==> src/rtl/xcvr_irq_pkg.sv <==
package xcvr_irq_pkg;

   localparam int SRC_COUNT = 8;

   // Source bit positions; software and the CPU interrupt unit decode these.
   localparam int POS_PLL_LOCK   = 0;
   localparam int POS_PLL_UNLOCK = 1;
   localparam int POS_RX_START   = 2;
   localparam int POS_RX_END     = 3;
   localparam int POS_ED_DONE    = 4;
   localparam int POS_ADDR_MATCH = 5;
   localparam int POS_TX_END     = 6;
   localparam int POS_AWAKE      = 7;

   // Register select values on bus_sel
   typedef enum logic {
      SEL_ENABLE  = 1'b0,
      SEL_PENDING = 1'b1
   } reg_sel_e;

   // Next value of one pending bit under a chosen priority rule.
   function automatic logic pend_next(input logic cur, input logic set,
                                      input logic clr, input logic set_wins);
      logic nxt;
      if (set_wins) nxt = set | (cur & ~clr);
      else          nxt = ~clr & (set | cur);
      return nxt;
   endfunction

endpackage

==> src/rtl/irq_bus_decode.sv <==
module irq_bus_decode
   import xcvr_irq_pkg::*;
#(
   parameter int NUM_SRC = SRC_COUNT
) (
   input  logic               bus_wr,
   input  logic               bus_sel,
   input  logic [NUM_SRC-1:0] bus_wdata,
   input  logic [NUM_SRC-1:0] src_ack,
   input  logic [NUM_SRC-1:0] en_val,
   input  logic [NUM_SRC-1:0] pend_val,
   output logic               en_load,
   output logic [NUM_SRC-1:0] pend_clr,
   output logic [NUM_SRC-1:0] bus_rdata
);

   logic pend_write;

   always_comb begin
      en_load    = bus_wr && (reg_sel_e'(bus_sel) == SEL_ENABLE);
      pend_write = bus_wr && (reg_sel_e'(bus_sel) == SEL_PENDING);
      pend_clr   = src_ack | (pend_write ? bus_wdata : '0);
      bus_rdata  = (reg_sel_e'(bus_sel) == SEL_PENDING) ? pend_val : en_val;
   end

endmodule

==> src/rtl/irq_mask_reg.sv <==
module irq_mask_reg #(
   parameter int WIDTH = 8
) (
   input  logic             clk,
   input  logic             rst,
   input  logic             load,
   input  logic [WIDTH-1:0] din,
   output logic [WIDTH-1:0] q
);

   always_ff @(posedge clk) begin
      if (rst)       q <= '0;
      else if (load) q <= din;
   end

endmodule

==> src/rtl/irq_pend_cell.sv <==
module irq_pend_cell
   import xcvr_irq_pkg::*;
#(
   parameter bit SET_WINS = 1'b1
) (
   input  logic clk,
   input  logic rst,
   input  logic set,
   input  logic clr,
   output logic q
);

   logic d;

   generate
      if (SET_WINS) begin : g_set_first
         always_comb d = pend_next(q, set, clr, 1'b1);
      end else begin : g_clr_first
         always_comb d = pend_next(q, set, clr, 1'b0);
      end
   endgenerate

   always_ff @(posedge clk) begin
      if (rst) q <= 1'b0;
      else     q <= d;
   end

endmodule

==> src/rtl/xcvr_irq_ctrl.sv <==
module xcvr_irq_ctrl
   import xcvr_irq_pkg::*;
#(
   parameter int NUM_SRC  = SRC_COUNT,
   parameter bit SET_WINS = 1'b1
) (
   input  logic               clk,
   input  logic               rst,
   input  logic [NUM_SRC-1:0] src_evt,
   input  logic [NUM_SRC-1:0] src_ack,
   input  logic               bus_wr,
   input  logic               bus_sel,
   input  logic [NUM_SRC-1:0] bus_wdata,
   output logic [NUM_SRC-1:0] bus_rdata,
   output logic [NUM_SRC-1:0] irq_req
);

   localparam int MAX_SRC = 32;

   generate
      if (NUM_SRC < 1 || NUM_SRC > MAX_SRC) begin : g_bad_count
         $error("xcvr_irq_ctrl: NUM_SRC out of range");
      end
   endgenerate

   logic [NUM_SRC-1:0] en_q;
   logic [NUM_SRC-1:0] stat_q;
   logic [NUM_SRC-1:0] pend_clr;
   logic               en_load;

   irq_bus_decode #(.NUM_SRC(NUM_SRC)) u_dec (
      .bus_wr   (bus_wr),
      .bus_sel  (bus_sel),
      .bus_wdata(bus_wdata),
      .src_ack  (src_ack),
      .en_val   (en_q),
      .pend_val (stat_q),
      .en_load  (en_load),
      .pend_clr (pend_clr),
      .bus_rdata(bus_rdata)
   );

   irq_mask_reg #(.WIDTH(NUM_SRC)) u_en (
      .clk (clk),
      .rst (rst),
      .load(en_load),
      .din (bus_wdata),
      .q   (en_q)
   );

   generate
      for (genvar i = 0; i < NUM_SRC; i++) begin : g_src
         irq_pend_cell #(.SET_WINS(SET_WINS)) u_cell (
            .clk(clk),
            .rst(rst),
            .set(src_evt[i]),
            .clr(pend_clr[i]),
            .q  (stat_q[i])
         );
         assign irq_req[i] = stat_q[i] & en_q[i];
      end
   endgenerate

endmodule

==> config.mk <==
export PLATFORM = sky130hd
export DESIGN_NAME = xcvr_irq_ctrl
export DESIGN_NICKNAME = d
export VERILOG_FILES = /design/src/rtl/xcvr_irq_pkg.sv /design/src/rtl/irq_bus_decode.sv /design/src/rtl/irq_mask_reg.sv /design/src/rtl/irq_pend_cell.sv /design/src/rtl/xcvr_irq_ctrl.sv
export SDC_FILE = /design/constraint.sdc
export NUM_CORES = 1
export LEC_CHECK = 0
export BUFFER_PORTS_ARGS = -buffer_cell sky130_fd_sc_hd__buf_4
export CAP_MARGIN = 5
export CORE_MARGIN = 2
export CORE_UTILIZATION = 43
export CTS_BUF_LIST = sky130_fd_sc_hd__clkbuf_16
export DETAILED_ROUTE_END_ITERATION = 12
export PLACE_DENSITY = 0.75
export RECOVER_POWER = 100
export SYNTH_ARGS = -nofsm -noshare
export SYNTH_HDL_FRONTEND = slang
export SYNTH_HIERARCHICAL = 1
export SYNTH_SLANG_ARGS = --single-unit
export TNS_END_PERCENT = 100
==> constraint.sdc <==
create_clock -name clk -period 1.33 [get_ports clk]
set_input_delay 0.266 -clock clk [delete_from_list [all_inputs] [get_ports clk]]
set_output_delay 0.266 -clock clk [all_outputs]
set_load 0.02 [all_outputs]
### Yosys cells after proc, flatten, opt, wreduce, memory -nomap -nowiden

Cells that the tools add are included.

| storage, ports and cells | value |
|---|---|
| output and inout port bits | 16 |
| input port bits | 28 |
| flip-flop bits (word level) | 16 |

| cells by class | value |
|---|---|
| reductions and logical operators | 2 |
| multiplexer cells | 2 |
| bitwise operators | 34 |

Operators by type and width:

| operator | count |
|---|---|
| $and 1x1->1 | 16 |
| $mux 8 | 2 |
| $not 1->1 | 9 |
| $or 1x1->1 | 8 |
| $or 8x8->8 | 1 |
| $logic_and 1x1->1 | 2 |

### Logic depth before layout (Yosys ltp)

| depth | value |
|---|---|
| depth in word-level cells | 6 |
| gate-level depth with buffers | 6 |
| gate-level depth less buffers | 3 |

### Modules after synthesis

The synthesis kept the hierarchy.

Modules (own cells, without submodules):

| module | area each (µm²) | instances | cells an instance |
|---|---|---|---|
| irq_pend_cell | 38.8 | 8 | 4 |
| irq_mask_reg | 285.3 | 1 | 26 |
| irq_bus_decode | 200.2 | 1 | 20 |
| xcvr_irq_ctrl | 50.0 | 1 | 8 |

### Worst setup path after synthesis

No wires, ideal clock.

| timing path | value |
|---|---|
| path type | input to register |
| from | in bus_wr |
| to | reg u_en.q[0] |
| arrival time | 1.045 ns |
| data required time | 1.206 ns |
| stages | 5 |
| library setup time | 0.124 ns |
| slack | 0.161 ns |
| cells stage by stage | clkbuf_1 nor2b_1 buf_6 mux2i_1 nor2_1 |

| on the way | value |
|---|---|
| word-level cells in the longest chain between the ends | 1 |

RTL lines:

| item | RTL line | source |
|---|---|---|
| start, declared | xcvr_irq_ctrl.sv:11 | `input logic bus_wr,` |
| $logic_and 1x1->1 | irq_bus_decode.sv:20 | `en_load = bus_wr && (reg_sel_e'(bus_sel) == SEL_ENABLE);` |
| net en_load | xcvr_irq_ctrl.sv:29 | `logic en_load;` |
| end signal, assigned | irq_mask_reg.sv:13 | `else if (load) q <= din;` |
| end, declared | irq_mask_reg.sv:8 | `output logic [WIDTH-1:0] q` |

The timed path passes the listed nets, and every way through them passes these cells.
A chain may end at the register's enable or synchronous reset.

### Worst setup path after layout

| timing path | value |
|---|---|
| from | in bus_sel |
| to | out bus_rdata[4] |

| on the way | value |
|---|---|
| word-level cells in the longest chain between the ends | 1 |

RTL lines:

| item | RTL line | source |
|---|---|---|
| start, declared | xcvr_irq_ctrl.sv:12 | `input logic bus_sel,` |
| $mux 8 | irq_bus_decode.sv:23 | `bus_rdata = (reg_sel_e'(bus_sel) == SEL_PENDING) ? pend_val : en_val;` |
| end, declared | xcvr_irq_ctrl.sv:14 | `output logic [NUM_SRC-1:0] bus_rdata,` |

No other way between the ends.

==> results.yml <==
clock_tree:
  root_buffer: "clkbuf_16"
  htreeDepth: 1
  post-cts-setup-buffers: 0
  clock_path_buffers: 2
  cts_buffers: 3
  clk_pin_slew_ns: 0.05
  numClockSinks: 16
  cts_tree: "done"
  post_cts_resized: 0
  worstSkewPairLatency_ns: 0.24
  cts.hold.buffers_added: 0
worst_setup_path:
  r2r-end: "g_src[4].u_cell/q"
  cp_data_required_time_ns: 1.06
  reg2reg_slack_ns: 0.65
  critPathCaptureType: "output pin"
  crit_path_start_kind: "input port"
  rr_startpoint: "g_src[4].u_cell/q"
  worstPathMaxFanout: 17
  r2r_cells: 2
  critPathKind: "input port to output pin"
  cp_data_arrival_time_ns: 0.99
hold_path:
  hold_path_class: "input port to flip-flop"
  min_delay_path_depth: 3
  hold_start: "src_evt[3]"
  holdPathEnd: "g_src[3].u_cell/q"
synthesis:
  syn_inst: 86
  synthSimpleGateAreaFrac_pct: 16.12
  ys_types: 15
  synthMuxAreaShare_pct: 20.56
  yosysSeqAreaShare_pct: 37.87
  synth_compound_area_share_pct: 16.57
  synthAdderAreaFrac_pct: 0
  synth_xor_area_share_pct: 0
  ys_ff_latch: 16
  syn-cell-area_um2: 845.8
  synth_top_family_by_area: "multiplexers"
  ys_warn_count: 6
  avgSynthCellArea_um2: 9.835
  synth_fp_nets: 114
final_layout:
  layout.nets: 159
  final_area_um2: 1186
  mostFrequentLayoutCell: "buf_4"
  area_growth_pct: 40.24
  final_cell_mix: "30 x buf_4, 16 x dfxtp_1"
  diodes: 0
  drive_gt1_share_pct: 46.15
sta:
  finalCritPeriodShare_pct: 94.65
  finClkSkew_ns: 0
  hold_viol_final: 0
  period_minus_slack_ns: 1.259
  setup_tns_ns: 0
  relSlewSlack_pct: 76.60
  max_freq_ghz: 0.7944
  tightest_slew_ns: 0.3509
  slew_viol_final: 0
  rsz0062_at_grt: "false"
  setup_violations: 0
global_route:
  antenna_found_initial: 0
  grt_start_max_net_pins: 18
  grt_overflow: 0
  grt_use_total_pct: 18.19
  grt-busiest-layer: "met2"
  met3_usage_pct: 5.247
  met1_usage_pct: 20.24
  grt_pass1_wl_um: 3284
  grt_pass1_vias: 761
  use_met2_pct: 30.56
run_status:
  status: "complete, no violations"
detailed_routing:
  drc_errors: 0
  wl_um: 1871
  vias_per_cell: 4.726
  ant_nets: 0
  drt_pass1_iterations: 2
  drtIter0Drc: 3
  vias: 742
  detail_route.wl_per_cell_um: 11.92
place:
  hpwl_um: 1352
  placed_area_um2: 1172
  place_congestion: 0.6661
  io_buffers: 43
job:
  drv_cap: 0
power_and_ir_drop:
  clkPwrFrac_pct: 43.2
  swShare_pct: 22.51
  seq_power_share_pct: 39.5
  pwr_density_cell_nw_per_um2: 1123
  p_leak_nw: 0.5608
  pwr-share-comb_pct: 17.3
  intPower_w: 0.001033
  switchingPower_w: 0.0002999
  ir_drop_uv: 743.8
die:
  io_pins: 44
  start_util_pct: 44.47
  dieArea_um2: 2338
  die_w_um: 48.35
  num_rows: 16
  die_h_um: 48.35
  core_um2: 1902
## sequential cells by signal (all words and copies together), names as in the netlist
name            cells
g_src.u_cell/q      8
u_en/q              8
## synthesized netlist by cell type
cell       n  share of area, %
buf_8      1               1.8
a31o_2     8               8.3
buf_1      1              0.44
mux2_4     1               1.8
inv_1      8               3.6
a21oi_2    8               8.3
nor2_1     8               3.6
buf_6      2               2.7
mux2i_1    8               9.5
and2_1     8               5.9
nor2b_1    1              0.74
dfxtp_1   16                38
nand2b_1   8               5.9
mux2_2     7               9.3
clkbuf_1   1              0.44
## critical path: stages
cell and delay (ns):
buf_4 0.20, mux2_2 0.36, clkbuf_2 0.16
## through the flow
step	worst slack (ns)	power, W	hold slack (ns)	std cells	util (%)
2_1_floorplan	0.1609	0.0006751	0.3284	86	-
3_3_place_gp	0.07347	0.0007814	0.4806	153	61.64
3_5_place_dp	0.06877	0.0007877	0.4857	153	61.64
4_1_cts	0.06212	0.001372	0.2555	157	65.79
5_1_grt	0.03898	0.001400	0.2703	157	62.37
6_report	0.07120	0.001332	0.2579	157	62.37
## power groups by stage
| stage | clock [W] | sequential [W] | combinational [W] |
|---|---|---|---|
| 2_1_floorplan | 0 | 0.000530 | 0.000145 |
| 5_1_grt | 0.000621 | 0.000530 | 0.000250 |
| 3_3_place_gp | 0 | 0.000534 | 0.000248 |
| 3_5_place_dp | 0 | 0.000535 | 0.000253 |
| 6_report | 0.000576 | 0.000526 | 0.000231 |
| 4_1_cts | 0.000590 | 0.000526 | 0.000255 |
## metal layers
layer  share of wire (%)  wire length [µm]  up-vias
met5                   0                 0        -
met4                 2.5                46        0
met3                 5.2                97        4
met2                  50               928       25
met1                  43               798      338
li1                    -                 -      375
## how the worst max path moves through the flow
| stage | startpoint | endpoint | cells past startpoint |
|---|---|---|---|
| 4_1_cts | bus_sel | bus_rdata[7] | 3 |
| 5_1_grt | g_src[5].u_cell/q | irq_req[5] | 2 |
| 2_1_floorplan | bus_wr | u_en/q[0] | 5 |
| 6_report | bus_sel | bus_rdata[4] | 3 |
| 3_3_place_gp | bus_sel | bus_rdata[7] | 3 |
| 3_5_place_dp | bus_sel | bus_rdata[1] | 3 |
## layout make-up
type                            count  area (µm²)
Clock buffer                        3       75.07
Fill cell                         179       715.7
Timing Repair Buffer               45       291.5
Clock inverter                      1       3.754
Tap cell                           27       33.78
Multi-Input combinational cell     57       431.7
Inverter                            8       30.03
Sequential cell                    16       320.3
## kinds of logic (layout without fill, tap and decap cells)
| kind of cell | Yosys count | after routing |
|---|---|---|
| AND/OR/NAND/NOR | 25 | 25 |
| AO/OA/AOI/OAI | 16 | 16 |
| multiplexers | 16 | 16 |
| flip-flops | 16 | 16 |
| buffers and inverters | 13 | 57 |
(Power assumes the default switching activity.)
